<file path="config.mk">
export PLATFORM = sky130hd
export DESIGN_NAME = bank_xlate
export DESIGN_NICKNAME = d
export VERILOG_FILES = /design/src/rtl/bank_xlate_pkg.sv /design/src/rtl/bank_rst_sync.sv /design/src/rtl/bank_regfile.sv /design/src/rtl/bank_prg_xlate.sv /design/src/rtl/bank_chr_xlate.sv /design/src/rtl/bank_xlate.sv
export SDC_FILE = /design/constraint.sdc
export NUM_CORES = 1
export LEC_CHECK = 0
export ABC_AREA = 1
export BUFFER_PORTS_ARGS = -buffer_cell sky130_fd_sc_hd__buf_2
export CORE_MARGIN = 8
export CORE_UTILIZATION = 25
export CTS_CLUSTER_SIZE = 24
export DETAILED_ROUTE_END_ITERATION = 12
export HOLD_SLACK_MARGIN = 0.08
export PLACE_DENSITY = 0.54
export SYNTH_ARGS = -nofsm -noshare
export SYNTH_HDL_FRONTEND = slang
export SYNTH_SLANG_ARGS = --single-unit
</file>
<file path="constraint.sdc">
create_clock -name clk -period 2.8 [get_ports clk]
set_clock_uncertainty 0.2 [all_clocks]
set_input_delay 0.14 -clock clk [delete_from_list [all_inputs] [get_ports clk]]
set_output_delay 0.14 -clock clk [all_outputs]
set_load 0.01 [all_outputs]
</file>
<file path="src/rtl/bank_xlate_pkg.sv">
package bank_xlate_pkg;

  localparam int REG_W       = 8;
  localparam int IDX_W       = 4;
  localparam int N_BANK      = 11;
  localparam int IDX_OUTER   = 11;
  localparam int IDX_MODE    = 12;
  localparam int N_STORED    = 13;
  localparam int N_PRG_WIN   = 4;
  localparam int N_CHR_SLOT  = 8;
  localparam int PRG_RAW_W   = REG_W;
  localparam int CHR_RAW_W   = REG_W + 2;
  localparam int MODE_PRG16  = 6;

  typedef enum logic [1:0] {
    MIR_VERT  = 2'd0,
    MIR_HORIZ = 2'd1,
    MIR_ONE_A = 2'd2,
    MIR_ONE_B = 2'd3
  } mirror_e;

endpackage

</file>
<file path="src/rtl/bank_rst_sync.sv">
module bank_rst_sync (
  input  logic clk,
  input  logic rst_n,
  output logic rst_sync_n
);

  logic meta_q;
  logic sync_q;

  always_ff @(posedge clk or negedge rst_n) begin
    if (!rst_n) begin
      meta_q <= 1'b0;
      sync_q <= 1'b0;
    end else begin
      meta_q <= 1'b1;
      sync_q <= meta_q;
    end
  end

  assign rst_sync_n = sync_q;

endmodule

</file>
<file path="src/rtl/bank_regfile.sv">
module bank_regfile
  import bank_xlate_pkg::*;
(
  input  logic                            clk,
  input  logic                            rst_n,
  input  logic                            wr_en,
  input  logic [IDX_W-1:0]                wr_idx,
  input  logic [REG_W-1:0]                wr_data,
  output logic [N_BANK-1:0][REG_W-1:0]    bank_q,
  output logic [REG_W-1:0]                outer_q,
  output logic [REG_W-1:0]                mode_q
);

  logic [N_STORED-1:0][REG_W-1:0] store_q;

  for (genvar r = 0; r < N_STORED; r++) begin : g_reg
    logic             ld_en;
    logic [REG_W-1:0] nxt;

    always_comb begin
      ld_en = wr_en && (wr_idx == IDX_W'(r));
      nxt   = ld_en ? wr_data : store_q[r];
    end

    always_ff @(posedge clk or negedge rst_n) begin
      if (!rst_n) begin
        store_q[r] <= '0;
      end else begin
        store_q[r] <= nxt;
      end
    end
  end

  assign bank_q  = store_q[N_BANK-1:0];
  assign outer_q = store_q[IDX_OUTER];
  assign mode_q  = store_q[IDX_MODE];

endmodule

</file>
<file path="src/rtl/bank_prg_xlate.sv">
module bank_prg_xlate
  import bank_xlate_pkg::*;
#(
  parameter int PRG_PAGES = 64
) (
  input  logic [2:0][REG_W-1:0]             win_reg,
  input  logic [5:0]                        outer_lo,
  input  logic                              prg16_en,
  output logic [N_PRG_WIN-1:0][$clog2(PRG_PAGES)-1:0] prg_page
);

  localparam int PW = $clog2(PRG_PAGES);
  localparam logic [PRG_RAW_W-1:0] LAST_PAGE = PRG_RAW_W'(PRG_PAGES - 1);

  logic [5:0] half_lo;
  logic [5:0] half_hi;

  always_comb begin
    half_lo = outer_lo;
    half_hi = {outer_lo[5:4], 4'hF};
  end

  for (genvar s = 0; s < N_PRG_WIN; s++) begin : g_win
    logic [PRG_RAW_W-1:0] raw16;
    logic [PRG_RAW_W-1:0] raw8;
    logic [PRG_RAW_W-1:0] raw;

    always_comb begin
      if (s < 2) begin
        raw16 = {1'b0, half_lo, 1'(s % 2)};
      end else begin
        raw16 = {1'b0, half_hi, 1'(s % 2)};
      end
    end

    if (s < 3) begin : g_sel
      assign raw8 = win_reg[s];
    end else begin : g_fix
      assign raw8 = LAST_PAGE;
    end

    always_comb begin
      raw         = prg16_en ? raw16 : raw8;
      prg_page[s] = raw[PW-1:0];
    end
  end

endmodule

</file>
<file path="src/rtl/bank_chr_xlate.sv">
module bank_chr_xlate
  import bank_xlate_pkg::*;
#(
  parameter int CHR_PAGES = 512
) (
  input  logic [N_CHR_SLOT-1:0][REG_W-1:0]   slot_reg,
  input  logic [1:0]                         outer_hi,
  input  logic                               pair_en,
  output logic [N_CHR_SLOT-1:0][$clog2(CHR_PAGES)-1:0] chr_page
);

  localparam int CW = $clog2(CHR_PAGES);

  for (genvar i = 0; i < N_CHR_SLOT; i++) begin : g_slot
    localparam int PAIR_REG = (i / 2 < 2) ? (i / 2) : (i / 2 + 4);
    logic [CHR_RAW_W-1:0] raw2k;
    logic [CHR_RAW_W-1:0] raw1k;
    logic [CHR_RAW_W-1:0] raw;

    always_comb begin
      raw2k       = {1'b0, slot_reg[PAIR_REG], 1'(i % 2)};
      raw1k       = {outer_hi, slot_reg[i]};
      raw         = pair_en ? raw2k : raw1k;
      chr_page[i] = raw[CW-1:0];
    end
  end

endmodule

</file>
<file path="src/rtl/bank_xlate.sv">
module bank_xlate
  import bank_xlate_pkg::*;
#(
  parameter int PRG_PAGES = 64,
  parameter int CHR_PAGES = 512
) (
  input  logic                                          clk,
  input  logic                                          rst_n,
  input  logic                                          wr_en,
  input  logic [3:0]                                    wr_idx,
  input  logic [7:0]                                    wr_data,
  input  logic                                          strap_2k,
  input  logic                                          strap_not_2k,
  output logic [3:0][$clog2(PRG_PAGES)-1:0]             prg_page,
  output logic [7:0][$clog2(CHR_PAGES)-1:0]             chr_page,
  output logic [1:0]                                    mirror
);

  logic                           rst_sync_n;
  logic [N_BANK-1:0][REG_W-1:0]   bank_q;
  logic [REG_W-1:0]               outer_q;
  logic [REG_W-1:0]               mode_q;
  logic                           pair_en;
  mirror_e                        mir_sel;
  logic                           unused_bits;

  bank_rst_sync u_rst (
    .clk        (clk),
    .rst_n      (rst_n),
    .rst_sync_n (rst_sync_n)
  );

  bank_regfile u_regs (
    .clk     (clk),
    .rst_n   (rst_sync_n),
    .wr_en   (wr_en),
    .wr_idx  (wr_idx),
    .wr_data (wr_data),
    .bank_q  (bank_q),
    .outer_q (outer_q),
    .mode_q  (mode_q)
  );

  bank_prg_xlate #(.PRG_PAGES(PRG_PAGES)) u_prg (
    .win_reg  (bank_q[10:8]),
    .outer_lo (outer_q[5:0]),
    .prg16_en (mode_q[MODE_PRG16]),
    .prg_page (prg_page)
  );

  assign pair_en = strap_2k & ~strap_not_2k;

  bank_chr_xlate #(.CHR_PAGES(CHR_PAGES)) u_chr (
    .slot_reg (bank_q[7:0]),
    .outer_hi (outer_q[5:4]),
    .pair_en  (pair_en),
    .chr_page (chr_page)
  );

  assign mir_sel     = mirror_e'(mode_q[1:0]);
  assign mirror      = mir_sel;
  assign unused_bits = ^{mode_q[7], mode_q[5:2], outer_q[7:6]};

endmodule

</file>
[After elaboration in Yosys (flattened, before gate mapping)]
Index checks and enable logic that the tools add are counted.
Storage, ports and cells
  latch bits: 0
  memories: 0
  RAM bits: 0
  flip-flop bits (word level): 96
  bits in read-only memories: 0
  bits of input ports: 17
  output and inout bits: 98
  word-level logic and storage cells: 55
Cells by class
  multiply operators: 0
  reduce and logical (&&, ||, !) cells: 14
  divide/modulo/power cells: 0
  eq/ne operators: 12
  muxes and demuxes: 12
  $add $sub $neg: 0
  bitwise gates (word level): 2
  shift-type cells: 0
  order comparisons: 0
Operators with widths (number)
  $mux 9: 8
  $mux 6: 4
  $eq 4x4->1 const B: 5
  $eq 4x3->1 const B: 4
  $logic_and 1x1->1: 13
  $eq 4x2->1 const B: 2
  $eq 4x1->1 const B: 1
  $logic_not 4->1: 1
  $and 1x1->1: 1
  $not 1->1: 1

[Longest topological paths before layout]
  depth after elaboration: 3
  mapped depth: 7
  mapped depth without buffers: 5

[Modules after synthesis]
A second synthesis with hierarchy kept.
Second synthesis, totals
  cell total of the unflattened synthesis: 703
  area total of the unflattened synthesis: 5188.7 um^2
Modules (own cells, without submodules)
  bank_regfile: area an instance 4204.0 um^2, sequential area each 2602.5 um^2, instances 1, cells an instance 475
  bank_chr_xlate: area an instance 698.2 um^2, sequential area each 0.0 um^2, instances 1, cells an instance 176
  bank_prg_xlate: area an instance 222.7 um^2, sequential area each 0.0 um^2, instances 1, cells an instance 47
  bank_rst_sync: area an instance 53.8 um^2, sequential area each 50.0 um^2, instances 1, cells an instance 3
  bank_xlate: area an instance 10.0 um^2, sequential area each 0.0 um^2, instances 1, cells an instance 2

[Worst setup path after synthesis]
OpenSTA, ideal clock, no wires.
  path kind: input -> output
  start point: input port strap_2k
  end point: output port chr_page[17] (netlist name)
  data required time: 2.460 ns
  path buffers: 2
  arrival time: 1.146 ns
  path slack: 1.314 ns
  stages on the path: 6
  path through: inv_1 > nor2_1 > inv_1 > clkbuf_1 > o21ai_0 > buf_4
RTL lines
  start: declaration: line bank_xlate.sv:12  | input logic strap_2k,
  end: declaration: line bank_xlate.sv:15  | output logic [7:0][$clog2(CHR_PAGES)-1:0] chr_page,

==> impl_metrics.yaml <==
critical_path:
  arrival_ns: 1.78
  worst_setup_path_end_kind: "primary output"
  start_kind: "flop"
  regToRegSetupSlack_ns: 1.10
  r2r_end: "u_regs.bank_q[81]"
  r2r_cells: 1
  r2r-start: "u_rst.rst_sync_n"
  required_ns: 2.46
  path_class: "flop to primary output"
  path_max_fanout: 15
sta:
  setup_viol: 0
  slew-limit-headroom: 0.474
  drv_slew: 0
  fin_ws_ns: 0.678
  period_share: 0.758
  fmax_mhz: 471
  hold_viol_final: 0
  finalCriticalPeriod_ns: 2.12
  tightest_slew_ns: 0.786
  setup_tns_ns: 0
  rsz0062_at_grt: "false"
power:
  p_per_area_nw_per_um2: 718
  leakage_nw: 3.39
  ir_drop_mv: 0.290
floorplan:
  fp.dieArea_um2: 23400
  chipHeight_um: 153
  start_util: 0.253
  rows: 50
  coreArea_um2: 18600
  die_w_um: 153
  ios: 115
global_route:
  antenna_found_initial: 0
  grt_max_degree: 58
  overflow: 0
  grt_pass1_vias: 4521
  grt_use_total: 0.134
  grt_pass1_wl_um: 25100
drt:
  wl_um: 15400
  drtIter0Drc: 278
  drc: 0
  drtAntennaViolNets: 0
  dr.pass1.iters: 4
  vias: 4349
  routedWlPerCell_um: 15.5
  viasPerCell: 4.38
clock_network:
  cts.clk_slew.worst_paths_ns: 0.07
  post_cts_resized: 0
  cts_tree: "yes"
  htree_levels: 3
  root_buffer: "clkbuf_16"
  postCtsSetupBuffers: 0
  clockBufferDepth: 2
  cts_made_buffers: 9
  clk_latency_ns: 0.35
  clock-sinks: 92
placement:
  port_buffers: 109
  place_ws_ns: 1.02
  dp_hpwl_um: 10900
  gp_congestion: 0.770
  placed_cell_area_um2: 5420
final_layout:
  final_cell_area_um2: 5890
  drive_gt1_frac: 0.207
  layout.nets: 770
  final_common_cell: "nand2_1"
  syn2layout_area_growth_pct: 25.4
  n_antenna_cell: 0
  final_cell_mix: "nand2_1 (378), buf_2 (109), dfrtp_1 (91), nand4_1 (35), inv_1 (28)"
yosys:
  syn-instance-count: 644
  yosysSeqAreaShare: 0.490
  ys_ff_latch: 92
  syn_avg_cell_area_um2: 7.29
  syn_area_um2: 4700
  yosys_warnings: 0
  ys_types: 20
flow_run:
  maxCapViolCount: 0
worst_hold_path:
  min-delay-path-class: "flop to asynchronous set/reset pin"
status:
  status: "completed"
metrics by stage:
step	total power [W]	utilization	hold WS [ns]	instances
finish	0.00423	0.317	0.120	992
global route	0.00452	0.317	0.151	992
CTS	0.00429	0.317	0.144	992
detailed placement	0.00301	0.292	-0.271	959
global placement	0.00300	0.292	-0.273	959
floorplan	0.00250	-	-0.356	649
where the power goes:
group / switching [W] / internal, W / leakage, nW
logic: 0.000720 / 0.000460 / 2.08
registers: 0.000199 / 0.00160 / 1.16
clock network: 0.000556 / 0.000697 / 0.150
worst max-delay path by stage:
stage | start | to | slack [ns] | cells past startpoint
6_report | u_regs.mode_q[6] | prg_page[23] | 0.68 | 3
4_1_cts | u_regs.mode_q[6] | prg_page[23] | 0.66 | 3
5_1_grt | u_regs.mode_q[6] | prg_page[23] | 0.56 | 3
3_5_place_dp | wr_en | u_regs.bank_q[45] | 1.02 | 5
2_1_floorplan | u_rst.rst_sync_n | u_regs.bank_q[0] | 1.05 | 0
3_3_place_gp | wr_en | u_regs.bank_q[45] | 1.05 | 5
synth_stat cells:
master	count	area, um^2
nor2_1	15	56.3
clkbuf_1	19	71.3
conb_1	1	3.75
dfrtp_1	92	2300
nand3_1	6	30.0
inv_1	28	105
nand2_1	378	1420
inv_2	3	11.3
nand2_4	3	33.8
nor2_4	4	45.0
nand3_4	2	35.0
o21ai_0	14	70.1
o21bai_1	12	90.1
nand4_1	35	219
nor2_2	2	12.5
or2_2	5	31.3
buf_4	11	82.6
nand3_2	1	10.0
buf_2	10	50.1
nand2_2	3	18.8
worst max-delay path, stage by stage, from the launching register on:
cell     delay (ns)
dfrtp_1        0.64
inv_1          0.31
or2_2          0.34
buf_2          0.14
routing by layer:
| layer | up-vias | global-route usage | wire (um) |
|---|---|---|---|
| met5 | - | 0 | 0 |
| met4 | 0 | 0.0457 | 195 |
| met3 | 12 | 0.0290 | 791 |
| met2 | 109 | 0.209 | 6820 |
| met1 | 2026 | 0.180 | 7580 |
| li1 | 2202 | - | - |
flip-flops by register name (all words and copies together) (netlist names):
name              flops
u_regs.bank_q        82
u_regs.outer_q        5
u_regs.mode_q         3
u_rst.meta_q          1
u_rst.rst_sync_n      1
kinds of logic after synthesis:
logic type / synth area share
AND/OR/NAND/NOR: 0.407
flip-flops: 0.490
buffers and inverters: 0.0682
other: 0.000798
AO/OA/AOI/OAI: 0.0341
what timing repair did:
item | 4_1_cts | 5_1_grt
endpoints found under the hold margin | 108 | 0
hold buffers | 17 | 0
endpoints found under the setup margin | 0 | 0
area by class of cell:
cell class | instances | area [um^2]
inverter | 31 | 116
multi-input combinational | 486 | 2100
tap | 234 | 293
clock inverter | 7 | 75.1
timing repair buffer | 133 | 781
sequential | 92 | 2310
clock buffer | 9 | 225
fill | 1999 | 12700
Power figures use the tool's default switching activity.
